File: config.mk
export PLATFORM = sky130hd
export DESIGN_NAME = fmt_freq_report
export DESIGN_NICKNAME = d
export VERILOG_FILES = /design/src/rtl/fmt_pkg.sv /design/src/rtl/fmt_dabble.sv /design/src/rtl/fmt_char_sel.sv /design/src/rtl/fmt_freq_report.sv
export SDC_FILE = /design/constraint.sdc
export NUM_CORES = 1
export LEC_CHECK = 0
export BUFFER_PORTS_ARGS = -buffer_cell sky130_fd_sc_hd__buf_4
export CORE_AREA = 2 2 85 95
export DETAILED_ROUTE_END_ITERATION = 8
export DIE_AREA = 0 0 87 97
export PLACE_DENSITY = 0.83
export SYNTH_ARGS = -nofsm -noshare
export SYNTH_HDL_FRONTEND = slang
export SYNTH_HIERARCHICAL = 1
export SYNTH_SLANG_ARGS = --single-unit
File: constraint.sdc
create_clock -name clk_i -period 3.15 [get_ports clk_i]
set_clock_uncertainty 0.1 [all_clocks]
set_input_delay 0 -clock clk_i [delete_from_list [all_inputs] [get_ports clk_i]]
set_output_delay 0 -clock clk_i [all_outputs]
set_load 0.05 [all_outputs]
File: src/rtl/fmt_pkg.sv
package fmt_pkg;
  localparam logic [7:0] CH_R     = 8'h52;
  localparam logic [7:0] CH_O     = 8'h4F;
  localparam logic [7:0] CH_EQ    = 8'h3D;
  localparam logic [7:0] CH_SP    = 8'h20;
  localparam logic [7:0] CH_K     = 8'h6B;
  localparam logic [7:0] CH_H     = 8'h48;
  localparam logic [7:0] CH_Z     = 8'h7A;
  localparam logic [7:0] CH_CR    = 8'h0D;
  localparam logic [7:0] CH_LF    = 8'h0A;
  localparam logic [7:0] CH_ZERO  = 8'h30;
  localparam logic [7:0] CH_ONE   = 8'h31;
  localparam int         HEAD_LEN = 4;  // "RO", channel, '='
  localparam int         TAIL_LEN = 6;  // ' ', "kHz", CR, LF

  typedef enum logic [1:0] {
    ST_IDLE = 2'd0,
    ST_CONV = 2'd1,
    ST_SEND = 2'd2
  } fmt_state_e;
endpackage

File: src/rtl/fmt_dabble.sv
module fmt_dabble #(
  parameter int VALUE_W = 20,
  parameter int NUM_DIG = 6
) (
  input  logic                   clk_i,
  input  logic                   rst_i,
  input  logic                   start_i,
  input  logic [VALUE_W-1:0]     value_i,
  output logic                   done_o,
  output logic [NUM_DIG*4-1:0]   bcd_o
);
  localparam int BCD_W = NUM_DIG * 4;
  localparam int CNT_W = $clog2(VALUE_W + 1);

  logic [VALUE_W-1:0] bin_q;
  logic [BCD_W-1:0]   bcd_q;
  logic [BCD_W-1:0]   adj;
  logic [CNT_W-1:0]   cnt_q;
  logic               run_q;
  logic               done_q;

  // Add three to every digit of five or more before the shift
  for (genvar g = 0; g < NUM_DIG; g++) begin : g_adj
    always_comb begin
      if (bcd_q[g*4 +: 4] >= 4'd5) adj[g*4 +: 4] = bcd_q[g*4 +: 4] + 4'd3;
      else                         adj[g*4 +: 4] = bcd_q[g*4 +: 4];
    end

    p_digit_range_r4: assert property (@(posedge clk_i) disable iff (rst_i)
      done_o |-> (bcd_o[g*4 +: 4] <= 4'd9));
  end

  always_ff @(posedge clk_i) begin
    if (rst_i) begin
      bin_q  <= '0;
      bcd_q  <= '0;
      cnt_q  <= '0;
      run_q  <= 1'b0;
      done_q <= 1'b0;
    end else begin
      done_q <= 1'b0;
      if (start_i) begin
        bin_q <= value_i;
        bcd_q <= '0;
        cnt_q <= '0;
        run_q <= 1'b1;
      end else if (run_q) begin
        bcd_q <= {adj[BCD_W-2:0], bin_q[VALUE_W-1]};
        bin_q <= {bin_q[VALUE_W-2:0], 1'b0};
        cnt_q <= cnt_q + 1'b1;
        if (cnt_q == CNT_W'(VALUE_W - 1)) begin
          run_q  <= 1'b0;
          done_q <= 1'b1;
        end
      end
    end
  end

  assign done_o = done_q;
  assign bcd_o  = bcd_q;

  p_done_single_r9: assert property (@(posedge clk_i) disable iff (rst_i)
    done_o |=> !done_o);
endmodule

File: src/rtl/fmt_char_sel.sv
module fmt_char_sel
  import fmt_pkg::*;
#(
  parameter int NUM_DIG = 6,
  parameter int CHAN_W  = 1,
  parameter int IDX_W   = 5
) (
  input  logic [IDX_W-1:0]     idx_i,
  input  logic [CHAN_W-1:0]    chan_i,
  input  logic [NUM_DIG*4-1:0] bcd_i,
  output logic [7:0]           char_o
);
  localparam int DIG_END = HEAD_LEN + NUM_DIG;

  always_comb begin
    int i;
    int d;
    i = int'(idx_i);
    d = 0;
    char_o = 8'h00;
    if (i == 0)            char_o = CH_R;
    else if (i == 1)       char_o = CH_O;
    else if (i == 2)       char_o = CH_ONE + 8'(chan_i);
    else if (i == 3)       char_o = CH_EQ;
    else if (i < DIG_END) begin
      d = DIG_END - 1 - i;  // most significant digit first
      char_o = CH_ZERO + {4'b0000, bcd_i[d*4 +: 4]};
    end
    else if (i == DIG_END)     char_o = CH_SP;
    else if (i == DIG_END + 1) char_o = CH_K;
    else if (i == DIG_END + 2) char_o = CH_H;
    else if (i == DIG_END + 3) char_o = CH_Z;
    else if (i == DIG_END + 4) char_o = CH_CR;
    else if (i == DIG_END + 5) char_o = CH_LF;
  end
endmodule

File: src/rtl/fmt_freq_report.sv
module fmt_freq_report
  import fmt_pkg::*;
#(
  parameter int VALUE_W = 20,
  parameter int NUM_DIG = 6,
  parameter int CHAN_W  = 1
) (
  input  logic               clk_i,
  input  logic               rst_i,
  input  logic               meas_valid_i,
  input  logic [VALUE_W-1:0] meas_khz_i,
  input  logic [CHAN_W-1:0]  meas_chan_i,
  output logic [7:0]         tx_data_o,
  output logic               tx_valid_o,
  input  logic               tx_ready_i,
  output logic               busy_o,
  output logic               overrun_o
);
  localparam int          LINE_LEN = HEAD_LEN + NUM_DIG + TAIL_LEN;
  localparam int          IDX_W    = $clog2(LINE_LEN + 1);
  localparam logic [63:0] MAXV     = 64'(10 ** NUM_DIG) - 64'd1;
  localparam logic [63:0] RAWMAX   = (64'd1 << VALUE_W) - 64'd1;

  fmt_state_e         state_q;
  logic [CHAN_W-1:0]  chan_q;
  logic [IDX_W-1:0]   idx_q;
  logic [IDX_W-1:0]   sel_idx;
  logic [7:0]         data_q;
  logic               valid_q;
  logic               ovr_q;
  logic [VALUE_W-1:0] value_clamped;
  logic               accept;
  logic               conv_done;
  logic [NUM_DIG*4-1:0] bcd;
  logic [7:0]         next_char;

  // Clamp only when the input width can exceed the printable range
  if (RAWMAX > MAXV) begin : g_sat
    assign value_clamped = (64'(meas_khz_i) > MAXV) ? MAXV[VALUE_W-1:0] : meas_khz_i;
  end else begin : g_nosat
    assign value_clamped = meas_khz_i;
  end

  assign accept = (state_q == ST_IDLE) && meas_valid_i;

  fmt_dabble #(.VALUE_W(VALUE_W), .NUM_DIG(NUM_DIG)) i_dabble (
    .clk_i   (clk_i),
    .rst_i   (rst_i),
    .start_i (accept),
    .value_i (value_clamped),
    .done_o  (conv_done),
    .bcd_o   (bcd)
  );

  assign sel_idx = (state_q == ST_CONV) ? '0 : idx_q + 1'b1;

  fmt_char_sel #(.NUM_DIG(NUM_DIG), .CHAN_W(CHAN_W), .IDX_W(IDX_W)) i_char (
    .idx_i  (sel_idx),
    .chan_i (chan_q),
    .bcd_i  (bcd),
    .char_o (next_char)
  );

  always_ff @(posedge clk_i) begin
    if (rst_i) begin
      state_q <= ST_IDLE;
      chan_q  <= '0;
      idx_q   <= '0;
      data_q  <= '0;
      valid_q <= 1'b0;
      ovr_q   <= 1'b0;
    end else begin
      if (meas_valid_i && state_q != ST_IDLE) ovr_q <= 1'b1;
      case (state_q)
        ST_IDLE: begin
          if (meas_valid_i) begin
            chan_q  <= meas_chan_i;
            state_q <= ST_CONV;
          end
        end
        ST_CONV: begin
          if (conv_done) begin
            idx_q   <= '0;
            data_q  <= next_char;
            valid_q <= 1'b1;
            state_q <= ST_SEND;
          end
        end
        ST_SEND: begin
          if (tx_ready_i) begin
            if (idx_q == IDX_W'(LINE_LEN - 1)) begin
              valid_q <= 1'b0;
              state_q <= ST_IDLE;
            end else begin
              idx_q  <= idx_q + 1'b1;
              data_q <= next_char;
            end
          end
        end
        default: state_q <= ST_IDLE;
      endcase
    end
  end

  assign tx_data_o  = data_q;
  assign tx_valid_o = valid_q;
  assign busy_o     = (state_q != ST_IDLE);
  assign overrun_o  = ovr_q;

  p_hold_stall_r6: assert property (@(posedge clk_i) disable iff (rst_i)
    tx_valid_o && !tx_ready_i |=> tx_valid_o && $stable(tx_data_o));
  p_first_char_r2: assert property (@(posedge clk_i) disable iff (rst_i)
    $rose(tx_valid_o) |-> tx_data_o == CH_R);
  p_valid_busy_r7: assert property (@(posedge clk_i) disable iff (rst_i)
    tx_valid_o |-> busy_o);
  p_idle_after_lf_r7: assert property (@(posedge clk_i) disable iff (rst_i)
    tx_valid_o && tx_ready_i && tx_data_o == CH_LF |=> !busy_o);
  p_overrun_set_r8: assert property (@(posedge clk_i) disable iff (rst_i)
    busy_o && meas_valid_i |=> overrun_o);
  p_overrun_sticky_r8: assert property (@(posedge clk_i) disable iff (rst_i)
    overrun_o |=> overrun_o);
endmodule

# Yosys cells after proc, flatten, opt, wreduce, memory -nomap -nowiden
# Cells that the tools add are included.
# W data, S select, Z words.
[classes]
n_reduce_logical = 13
shifts = 1
bitwise_logic = 1
eq_ne = 18
order_cmp = 8
addsub = 11
mux = 42
[op_table]
columns = ["op", "n"]
rows = [
  ["$mux W8", 13],
  ["$mux W20", 3],
  ["$eq A5 B5 Y1 const B", 7],
  ["$ge A4 B3 Y1 const B", 6],
  ["$mux W4", 6],
  ["$shiftx A24 B8 Y4", 1],
  ["$add A4 B2 Y4 const B", 5],
  ["$gt A20 B20 Y1 const B", 1],
  ["$mux W5", 4],
  ["$pmux W8 S2", 1],
  ["$reduce_and A4 Y1", 3],
  ["$add A5 B1 Y5 const B", 2],
  ["$eq A5 B3 Y1 const B", 2],
  ["$pmux W5 S2", 1],
  ["$mux W2", 4],
  ["$ne A2 B2 Y1 const B", 4],
  ["$add A6 B1 Y7 const A", 1],
  ["$add A6 B4 Y7 const A", 1],
  ["$mux W1", 7],
  ["$pmux W2 S3", 1],
  ["$reduce_bool A2 Y1", 3],
  ["$sub A4 B5 Y6 const A", 1],
  ["$eq A5 B2 Y1 const B", 1],
  ["$eq A5 B4 Y1 const B", 1],
  ["other kinds (14)", 15],
]
[totals]
inputBits = 25
out_inout_bits = 11
elab_cells = 105
regBits = 69

# Depth between registers and ports, before layout
# Gate-level depths: netlist of the first run.
[depth]
word_depth = 17
mapped_depth = 13
mapped_depth_nobuf = 11

# Hierarchy
# The synthesis of the first run kept the hierarchy.
[modules_own_cells]
columns = ["mod", "area_per_inst_um2", "instances", "cells_each"]
rows = [
  ["fmt_dabble", 2803.9, 1, 315],
  ["fmt_freq_report", 1046.0, 1, 130],
  ["fmt_char_sel", 554.3, 1, 76],
]

# Least setup slack after synthesis of the first run
# OpenSTA, ideal clock, no wires.
[synth_timing]
kind = "register -> register"
start = "register idx_q[0]"
end = "register data_q[0], in the netlist tx_data_o[0]"
stages_incl_launch_ff = 12
arrival_time_ns = 2.399
n_path_buf = 1
period_less_slack_ns = 2.569
slack_ns = 0.581
setup_time_ns = 0.070
cell_sequence = "dfxtp_1 > ha_1 > nor2b_1 > inv_1 > ha_1 > buf_6 > nand2b_4 > o22ai_1 > o22ai_1 > a221oi_2 > o21ai_1 > a21oi_1"
[synth_via]
elab_chain_cells = 16
[synth_rtl]
columns = ["item", "line_no", "text"]
rows = [
  ["start, declared", "fmt_freq_report.sv:26", "logic [IDX_W-1:0] idx_q;"],
  ["start signal, assigned", "fmt_freq_report.sv:95", "idx_q <= idx_q + 1'b1;"],
  ["$add A5 B1 Y5 (*)", "fmt_freq_report.sv:55", "assign sel_idx = (state_q == ST_CONV) ? '0 : idx_q + 1'b1;"],
  ["$mux W5 (*)", "fmt_freq_report.sv:55", ""],
  ["named net sel_idx[1]", "fmt_freq_report.sv:27", "logic [IDX_W-1:0] sel_idx;"],
  ["parallel branches: the longest is 10 deep, another holds $add A6 B4 Y7", "-", ""],
  ["$mux W8 (*)", "fmt_char_sel.sv:21", "if (i == 0) char_o = CH_R;"],
  ["named net next_char[0]", "fmt_freq_report.sv:35", "logic [7:0] next_char;"],
  ["$mux W8", "fmt_freq_report.sv:91", "if (idx_q == IDX_W'(LINE_LEN - 1)) begin"],
  ["$mux W8", "fmt_freq_report.sv:90", "if (tx_ready_i) begin"],
  ["$pmux W8 S2 (*)", "fmt_freq_report.sv:74", "case (state_q)"],
  ["end signal, assigned", "fmt_freq_report.sv:84", "data_q <= next_char;"],
  ["end signal, assigned", "fmt_freq_report.sv:96", "data_q <= next_char;"],
  ["end, declared", "fmt_freq_report.sv:28", "logic [7:0] data_q;"],
]
# Mark *: on every way through the listed nets, which the timed path passes. The select of a mux whose other input is x is not followed.
# A chain may end at the register's enable or synchronous reset.

# Worst setup path in the final report of the first run
[layout_timing]
start = "register state_q[0]"
end = "register data_q[0], in the netlist tx_data_o[0]"
[layout_via]
elab_chain_cells = 16
[layout_rtl]
columns = ["item", "line_no", "text"]
rows = [
  ["start, declared", "fmt_freq_report.sv:24", "fmt_state_e state_q;"],
  ["start signal, assigned", "fmt_freq_report.sv:66", "state_q <= ST_IDLE;"],
  ["start signal, assigned", "fmt_freq_report.sv:78", "state_q <= ST_CONV;"],
  ["start signal, assigned", "fmt_freq_report.sv:86", "state_q <= ST_SEND;"],
  ["$eq A2 B1 Y1 (*)", "fmt_freq_report.sv:55", ""],
  ["$mux W5 (*)", "fmt_freq_report.sv:55", ""],
  ["named net sel_idx[1]", "fmt_freq_report.sv:27", ""],
  ["parallel branches: the longest is 10 deep, another holds $add A6 B4 Y7", "-", ""],
  ["$mux W8 (*)", "fmt_char_sel.sv:21", ""],
  ["named net next_char[0]", "fmt_freq_report.sv:35", ""],
  ["$mux W8", "fmt_freq_report.sv:91", ""],
  ["$mux W8", "fmt_freq_report.sv:90", ""],
  ["$pmux W8 S2 (*)", "fmt_freq_report.sv:74", ""],
]
# Marked as above.

==> results of run 1 <==
critical path, delay by kind of cell, from the launching register on:
family          cells  cell delay, ps
fa+ha+maj           1             380
compound gates      5             810
buf+inv             2             290
simple gates        3             650
flops               1             320
Yosys cell counts (3+ instances only):
cell type / n
dfxtp_1: 69
nor2_1: 47
a21oi_1: 36
mux2i_1: 36
nand2_1: 30
nand3_1: 25
inv_1: 20
o21ai_0: 20
mux2_2: 19
clkbuf_1: 18
ha_1: 16
nand2b_1: 16
nand3b_1: 13
buf_2: 12
nor2b_1: 12
a31oi_1: 10
o211ai_1: 9
a2111o_1: 8
buf_6: 8
o21ai_1: 8
nor3_1: 7
o21a_1: 6
o22ai_1: 6
or3_1: 6
or3b_2: 5
and3_1: 4
nand4b_1: 4
o32ai_1: 4
or4_1: 4
xor2_1: 4
buf_4: 3
or2_1: 3
placed cells by master, fill, tap and decap left out, drive strengths merged, types with 3 or more instances in the layout:
master       Yosys  routed
a2111o           8       8
a21oi           36      36
a31oi           10      10
and3             4       4
buf             24      47
clkbuf          18       9
clkinv           0       4
dfxtp           69      69
dlygate4sd3      0      29
ha              16      16
inv             21      21
mux2            19      19
mux2i           36      36
nand2           31      31
nand2b          17      17
nand3           25      25
nand3b          13      13
nand4b           4       4
nor2            47      47
nor2b           13      13
nor3             8       8
o211ai          11      11
o21a             6       6
o21ai           29      29
o22ai            6       6
o32ai            5       5
or2              3       3
or3              6       6
or3b             5       5
or4              5       5
xor2             4       4
cell type report:
cell class / count / area [µm²]
flip-flops and latches: 69 / 1383
multi-input cells: 389 / 2705
inverters: 21 / 78.83
well taps: 87 / 108.9
fillers: 562 / 2260
clock buffers: 9 / 123.9
clock inverters: 7 / 76.32
repair buffers: 76 / 655.6
kinds of logic after synthesis:
group / synth area share
adders and majority gates: 0.04545
DFF: 0.3136
buffers and inverters: 0.07329
AOI/OAI and AO/OA: 0.1807
other: 0.0008515
xor gates and xnor gates: 0.01193
and+or+nand+nor: 0.2437
muxes: 0.1304
routing by layer:
layer | share of wire | wire [µm]
met4 | 0.026 | 269
met1 | 0.42 | 4331
met3 | 0.044 | 453
met5 | 0 | 0
met2 | 0.50 | 5148
timing repair:
item | in CTS | in global routing
setup buffers | 0 | 0
endpoints found under the hold margin | 34 | 0
setup endpoints to repair | 0 | 0
hold buffers | 29 | 0
sequential cells by signal, summed over array words and instances, names as in the netlist, 2 cells and up:
register	cells
i_dabble/bcd_o	24
i_dabble/bin_q	20
i_dabble/cnt_q	5
idx_q	5
state_q	2
tx_data_o	8
stage by stage:
| stage | setup slack (ps) | cells | hold WS (ps) |
|---|---|---|---|
| floorplan | 580.7 | 521 | -27.62 |
| global placement | 693.2 | 613 | 146.2 |
| detailed placement | 609.3 | 613 | 156.9 |
| CTS | 550.7 | 658 | 2.461 |
| global route | 318.5 | 658 | 21.69 |
| finish | 532.3 | 658 | 5.298 |
how the worst min path moves through the flow:
stage | slack, ps | end | cells after the start | from
global placement | 150 | chan_q$_SDFFE_PP0P_ | 3 | meas_chan_i
detailed placement | 160 | chan_q$_SDFFE_PP0P_ | 3 | meas_chan_i
floorplan | -30 | i_dabble/bin_q[8]$_SDFFE_PP0P_ | 1 | rst_i
CTS | 2 | i_dabble/bin_q[13]$_SDFFE_PP0P_ | 4 | meas_khz_i[13]
global route | 20 | i_dabble/bin_q[13]$_SDFFE_PP0P_ | 4 | meas_khz_i[13]
finish | 5 | i_dabble/bin_q[13]$_SDFFE_PP0P_ | 4 | meas_khz_i[13]
report_power, final:
part	internal (mW)	switching [mW]
clock	0.368	0.363
sequential	0.904	0.0272
combinational	0.149	0.160
==> run metrics, run 1 <==
status finished, final reports clean; max incr delay on CP 380 ps; largest cells by area after synthesis dfxtp_1, mux2i_1, mux2_2; VDD IR max 0.2615 mV; Finished Cell Area 5131 µm²; GR Util met3 0.04096; initial core utilization 0.5959; Post-Synthesis Cell Area 4404 µm²; Main synth FF type dfxtp_1; clock tree buffer depth 2; Post-synth EDFFs 0; max-slew violation count 0; CP Launch Type flop; Final period util 0.8310; CP endpoint kind flop; post-synthesis register bit count 69; fmax 382.0 MHz; Synth cell types 61; placed cell areas 4641 µm²; chip width 87 µm; Slew Limit Headroom 0.4895; row count 33; Synth Instances 521; Pleak 1.870 nW; Die H 97 µm; Clock Sinks 69; WL/cell 15.51 µm; post-CTS resize count 0; worst-margin pin slew 765.8 ps; H-tree depth 3; Final Core Density 0.6943; vias 4011; M2 GR Usage 0.4181; Clock Pin Slew Worst Setup and Hold Paths 80 ps; Synth area leader dfxtp_1; DRC violations left 0; vias in the first global route 3734; Final setup viols 0; Setup CP Type flop to flop; MaxCap Viol Count 0; Critical Path RT 3330 ps; crit path from state_q[0]$_SDFFE_PP0P_; antenna cells 0; Syn. warnings 6; syn nets 562; Critical R2R Capture tx_data_o[0]$_SDFFE_PP0P_; critical-path cell list buf_4 -> nor2b_1 -> nor2b_1 -> inv_1 -> ha_1 -> nand2b_4 -> o22ai_1 -> o22ai_1 -> a221oi_2 -> o21ai_1 -> a21oi_1; R2R setup slack 530 ps; first-pass GRT wire length 16730 µm; CP Max Fanout 12; Fin Setup TNS 0 ps; Root Buffer clkbuf_8; P&R area growth vs syn 16.51%; GPL Wtd Cong 0.8863; pin count of the biggest net entering global routing 87; post-synth top area share 0.3136; vias per cell 6.096; sequential area share after synthesis 0.3136; busiest layer in global routing met2; RSZ-0062 raised after global routing false; worst hold path type input port to flop; Starting DRT DRC Count 250; Power Total 1.971 mW; Pre-antenna DRT Iters 7; PortBufs 35; WL final 10200 µm; worst flop-to-flop path startpoint state_q[0]$_SDFFE_PP0P_; post-layout min period 2618 ps; die area 8439 µm²; reg2reg path depth 11; Crit path arrival time 2800 ps; initial antenna violation count 0; worst-skew pair later-pin latency 350 ps; CP max-delay cell ha_1; total gr overflow 0; ANT nets after route 0; GR Util All Layers 0.2423; number of CTS-inserted buffers 9; Global Route met1 Usage 0.2916; share of post-route cells with drive strength above 1 0.1786; Cell Pwr Density 384.1 nW/µm²; hpwl dp 6469 µm; final net count 607; ys async rst share 0; final hold violations 0; syn_area_per_cell 8.453 µm²; CTS tree built; Worst Setup EP tx_data_o[0]$_SDFFE_PP0P_; core area 7391 µm²; IO Count 36
Note: power is estimated with default switching activity, not from simulation.
==> inputs of run 2 (changes only) <==
- clock period: 3.15 -> 2.7 ns (I/O delays scaled with it)
==> run 2 against run 1 <==
First-iteration DRC count fell by 13%. Wire length fell by 1.1%. Via count fell by 0.72%. Sequential share of layout area fell by 0.32 points. Largest power group unchanged.
==> run metrics, run 2 (synthesis results as in run 1) <==
Filler cells 555 (-1.2%); CP Launch Type flop; Hold Slack 369.5 ps (+364.2 ps); WL final 10090 µm (-1.1%); area taken by multi-input logic gates 2718 µm² (+0.46%); Pre-antenna DRT Iters 6 (-1); clock group share of total power 0.403 (+0.032); most common cell after layout, fill and taps aside dfxtp_1; Psw 0.6406 mW (+16%); GPL Wtd Cong 0.9352 (+5.5%); H-tree depth 3 (unchanged); Critical R2R Capture tx_data_o[0]$_SDFFE_PP0P_; vias per cell 6.033 (-1.0%); ANT nets after route 0 (unchanged); Starting DRT DRC Count 217 (-13%); Root Buffer clkbuf_8; hold depth 2 (-2); CP endpoint kind flop; Crit path arrival time 2600 ps (-200 ps); combinational share of power 0.146 (-0.011); final net count 609 (+0.33%); die area 8439 µm² (unchanged); setup bufs post-CTS 0 (unchanged); worst-margin pin slew 936.8 ps (+171.0 ps); switching share of total power 0.2646 (-0.01464); status finished, final reports clean; worst hold path type flop to flop; IO Count 36 (unchanged); core area 7391 µm² (unchanged); post-layout min period 2418 ps (-199.3 ps); Fin Setup TNS 0 ps (unchanged); initial core utilization 0.5959 (unchanged); WL/cell 15.29 µm (-1.4%); worst-skew pair later-pin latency 350 ps (about the same); vias in the first global route 3857 (+3.3%); hpwl dp 6312 µm (-2.4%); GR Util All Layers 0.2440 (+0.001652); first-pass GRT wire length 16840 µm (+0.66%); pin count of the biggest net entering global routing 73 (-16%); Pint 1.780 mW (+25%); initial antenna violation count 0 (unchanged); VDD IR max 0.2582 mV (-1.3%); row count 33 (unchanged); total gr overflow 0 (unchanged); Hold Path Sink tx_data_o[7]$_SDFFE_PP0P_; CTS tree built; MaxCap Viol Count 0 (unchanged); max reg flops 24 (unchanged); max-slew violation count 0 (unchanged); Cell Pwr Density 466.1 nW/µm² (+21%); Slew Limit Headroom 0.3755 (-0.1140); DRC violations left 0 (unchanged); most frequent cells in the layout dfxtp_1, nor2_1, buf_4; R2R setup slack 280 ps (-250 ps); largest reg by FF count i_dabble/bcd_o; vias 3982 (-0.72%); register area 1383 µm² (unchanged); HP Start tx_data_o[7]$_SDFFE_PP0P_; antenna cells 0 (unchanged); fmax 413.5 MHz (+8.2%); clock tree buffer depth 2 (unchanged); Pleak 1.896 nW (+1.4%); P&R area growth vs syn 17.93%; final hold violations 0 (unchanged); Clock Sinks 69 (unchanged); worst flop-to-flop path startpoint idx_q[0]$_SDFFE_PP0P_; PortBufs 35 (unchanged); Die H 97 µm (unchanged); Final setup viols 0 (unchanged); Critical Path RT 2890 ps (-440 ps); share of post-route cells with drive strength above 1 0.1798 (+0.001122); Clock Pin Slew Worst Setup and Hold Paths 80 ps (about the same); number of CTS-inserted buffers 9 (unchanged); CP Max Fanout 9 (-3); chip width 87 µm (unchanged); Final period util 0.8957 (+0.06469); reg2reg path depth 11 (unchanged); sequential share of power 0.451 (-0.022); Setup CP Type flop to flop; RSZ-0062 raised after global routing false
## run 2: cell types whose count changed in the layout (fill, tap and decap cells not counted)
cell           before  now
ha_4                0    1
ha_1               16   15
bufinv_16           1    2
clkinv_2            1    0
dlygate4sd3_1      29   31
inv_6               0    2
clkbuf_8            9   10
clkinv_4            3    0
## run 2: worst max-delay path by stage
stage                                startpoint                        end  depth (start not counted)
final                     idx_q[0]$_SDFFE_PP0P_  tx_data_o[0]$_SDFFE_PP0P_                         11
after global routing      idx_q[0]$_SDFFE_PP0P_  tx_data_o[1]$_SDFFE_PP0P_                         11
after CTS                 idx_q[0]$_SDFFE_PP0P_  tx_data_o[1]$_SDFFE_PP0P_                         11
after detailed placement  idx_q[0]$_SDFFE_PP0P_  tx_data_o[1]$_SDFFE_PP0P_                         11
after global placement    idx_q[0]$_SDFFE_PP0P_  tx_data_o[0]$_SDFFE_PP0P_                         11
after floorplan           idx_q[0]$_SDFFE_PP0P_  tx_data_o[0]$_SDFFE_PP0P_                         11
## run 2: critical path: stages, from the launching register on
cell and delay (ps):
dfxtp_1 360, ha_1 260, xnor2_1 140, nor2_1 150
inv_2 110, ha_4 370, mux2i_1 90, nor3_1 160
o22ai_1 130, a221oi_2 240, o21ai_1 100, a21oi_1 140
## run 2: final cells by class
type | instances | share of cell area
inverter | 21 | 0.01518
multi-input combinational | 389 | 0.5232
clock buffer | 10 | 0.02650
sequential | 69 | 0.2662
clock inverter | 6 | 0.01783
tap | 87 | 0.02096
timing repair buffer | 78 | 0.1301
## run 2: repair_timing
action / in CTS / in global routing
hold buffers: 31 / 0
hold endpoints to repair: 36 / 0
setup endpoints to repair: 0 / 4
resized for setup: 0 / 2
## run 2: power groups by stage
stage               Sequential (mW)  Combinational (mW)  Clock, mW
global route                   1.10               0.385       1.04
global placement               1.11               0.296          0
floorplan                      1.11               0.241          0
CTS                            1.09               0.346      0.994
finish                         1.09               0.353      0.975
detailed placement             1.12               0.307          0
## run 2: metal layers
layer,up-vias,share of wire,GRT usage
li1,1956,-,-
met1,1894,0.42,0.2844
met2,112,0.52,0.4263
met3,20,0.042,0.04949
met4,0,0.020,0.09856
met5,-,0,0
## run 2: per-stage QoR
stage / total power [mW] / cells / cell area (µm²) / setup WS (ps) / util
after floorplan: 1.349 / 521 / 4404 / 130.7 / -
after global placement: 1.409 / 613 / 4641 / 167.1 / 0.6279
after detailed placement: 1.423 / 613 / 4641 / 86.97 / 0.6279
after CTS: 2.432 / 660 / 5181 / 60.28 / 0.7010
after global routing: 2.523 / 660 / 5194 / 61.54 / 0.7027
final: 2.421 / 660 / 5194 / 281.6 / 0.7027
==> inputs of run 3 (changes only) <==
- RECOVER_POWER: unset -> 100
==> run 3 against run 2 <==
Combinational power fell by 1%. Clock power about the same. Die area stayed put. Highest routed layer unchanged.
==> run metrics, run 3 (synthesis results as in run 1) <==
IO Count 36 (unchanged); max incr delay on CP 610 ps (+240 ps); Buf+Inv Stages, Crit Path 3 (+2); final hold violations 0 (unchanged); CP endpoint kind flop; final net count 609 (unchanged); vias per cell 6.000 (-0.55%); largest reg by FF count i_dabble/bcd_o; register area 1383 µm² (unchanged); RSZ-0062 raised after global routing false; core area 7391 µm² (unchanged); Setup CP Type flop to flop; Final period util 0.9239 (+0.02820); worst-margin pin slew 1481 ps (+543.7 ps); Starting DRT DRC Count 205 (-5.5%); PortBufs 35 (unchanged); Crit path arrival time 2620 ps (+20 ps); Pleak 1.833 nW (-3.3%); Final setup viols 0 (unchanged); vias 3960 (-0.55%); Clock Sinks 69 (unchanged); WL final 10140 µm (+0.47%); die area 8439 µm² (unchanged); worst hold path type flop to flop; chip width 87 µm (unchanged); first-pass GRT wire length 16840 µm (unchanged); Slew Limit Headroom 0.01298 (-0.3625); CP Launch Type flop; fmax 400.9 MHz (-3.1%); VDD IR max 0.2590 mV (+0.31%); clock tree buffer depth 2 (unchanged); most common cell after layout, fill and taps aside dfxtp_1; DRC violations left 0 (unchanged); Die H 97 µm (unchanged); critical-path cell list clkbuf_1 -> nor3b_2 -> clkbuf_2 -> mux2i_1 -> nor2_1 -> dlygate4sd3_1; R2R setup slack 210 ps (-80 ps); initial core utilization 0.5959 (unchanged); area taken by multi-input logic gates 2713 µm² (-0.18%); Cell Pwr Density 470.8 nW/µm² (+1.0%); setup bufs post-CTS 0 (unchanged); initial antenna violation count 0 (unchanged); status finished, final reports clean; pin count of the biggest net entering global routing 73 (unchanged); ANT nets after route 0 (unchanged); most frequent cells in the layout dfxtp_1, nor2_1, a21oi_1, mux2i_1; Filler cells 569 (+2.5%); CTS tree built; row count 33 (unchanged); max-slew violation count 0 (unchanged); MaxCap Viol Count 0 (unchanged); vias in the first global route 3857 (unchanged); worst-skew pair later-pin latency 350 ps (about the same); Finished Cell Area 5135 µm² (-1.1%); CP max-delay cell clkbuf_2; number of CTS-inserted buffers 9 (unchanged); Critical Path RT 2830 ps (-60 ps); Root Buffer clkbuf_8; P&R area growth vs syn 16.59%; WL/cell 15.37 µm (+0.47%); total gr overflow 0 (unchanged); Final Core Density 0.6948 (-0.007957); CP Max Fanout 24 (+15); antenna cells 0 (unchanged); GR Util All Layers 0.2440 (unchanged); share of post-route cells with drive strength above 1 0.1553 (-0.02443); max reg flops 24 (unchanged); critical path's top delay family buffers and inverters; GPL Wtd Cong 0.9352 (unchanged); post-layout min period 2495 ps (+76.13 ps); hpwl dp 6312 µm (unchanged); H-tree depth 3 (unchanged); Clock Pin Slew Worst Setup and Hold Paths 80 ps (about the same); Pre-antenna DRT Iters 5 (-1); Fin Setup TNS 0 ps (unchanged); placed cell areas 4641 µm² (unchanged)
## run 3: cell types whose count changed in the layout (fill, tap and decap cells not counted), sizes merged
cell	before	now
buf	47	32
clkbuf	10	25
## run 3: cell type report
class / instances / area share
multi-input cells: 389 / 0.5283
flip-flops and latches: 69 / 0.2693
repair buffers: 78 / 0.1211
clock buffers: 10 / 0.02680
well taps: 87 / 0.02120
clock inverters: 6 / 0.01803
inverters: 21 / 0.01535
## run 3: what timing repair did
item | 4_1_cts | 5_1_grt
hold endpoints to repair | 36 | 0
setup endpoints to repair | 0 | 4
resized for setup | 0 | 2
hold buffers | 31 | 0
## run 3: final timing paths
kind         depth (start not counted)                      start                               to
max                                  6    state_q[0]$_SDFFE_PP0P_  i_dabble/bin_q[19]$_SDFFE_PP0P_
min                                  2  tx_data_o[7]$_SDFFE_PP0P_        tx_data_o[7]$_SDFFE_PP0P_
min reg2reg                          2  tx_data_o[7]$_SDFFE_PP0P_        tx_data_o[7]$_SDFFE_PP0P_
max reg2reg                          6    state_q[0]$_SDFFE_PP0P_  i_dabble/bin_q[19]$_SDFFE_PP0P_
## run 3: power by group
part / switching, mW / internal [mW] / leakage, nW / total [mW]
Combinational: 0.179 / 0.169 / 1.16 / 0.348
Sequential: 0.0369 / 1.06 / 0.561 / 1.09
Clock: 0.426 / 0.552 / 0.110 / 0.978
Total: 0.642 / 1.78 / 1.83 / 2.42
## run 3: layer usage
layer  routed length [µm]  part of all wire  vias up  GRT usage
met3                  471             0.046       25    0.04949
li1                     -                 -     1958          -
met1                 4224              0.42     1853     0.2844
met5                    0                 0        -          0
met4                  245             0.024        0    0.09856
met2                 5200              0.51      124     0.4263
## run 3: tightest hold or removal path, delay by kind of cell, from the launching register on
| kind | cells | cell delay (ps) |
|---|---|---|
| AO/OA/AOI/OAI | 1 | 50 |
| AND/OR/NAND/NOR | 1 | 60 |
| flip-flops | 1 | 320 |
## run 3: through the flow
step	power (mW)	setup WS, ps	cells	hold WS [ps]
6_report	2.417	205.4	660	368.0
5_1_grt	2.519	39.67	660	398.8
4_1_cts	2.432	60.28	660	372.9
3_5_place_dp	1.423	86.97	613	158.4
3_3_place_gp	1.409	167.1	613	146.9
2_1_floorplan	1.349	130.7	521	-27.62
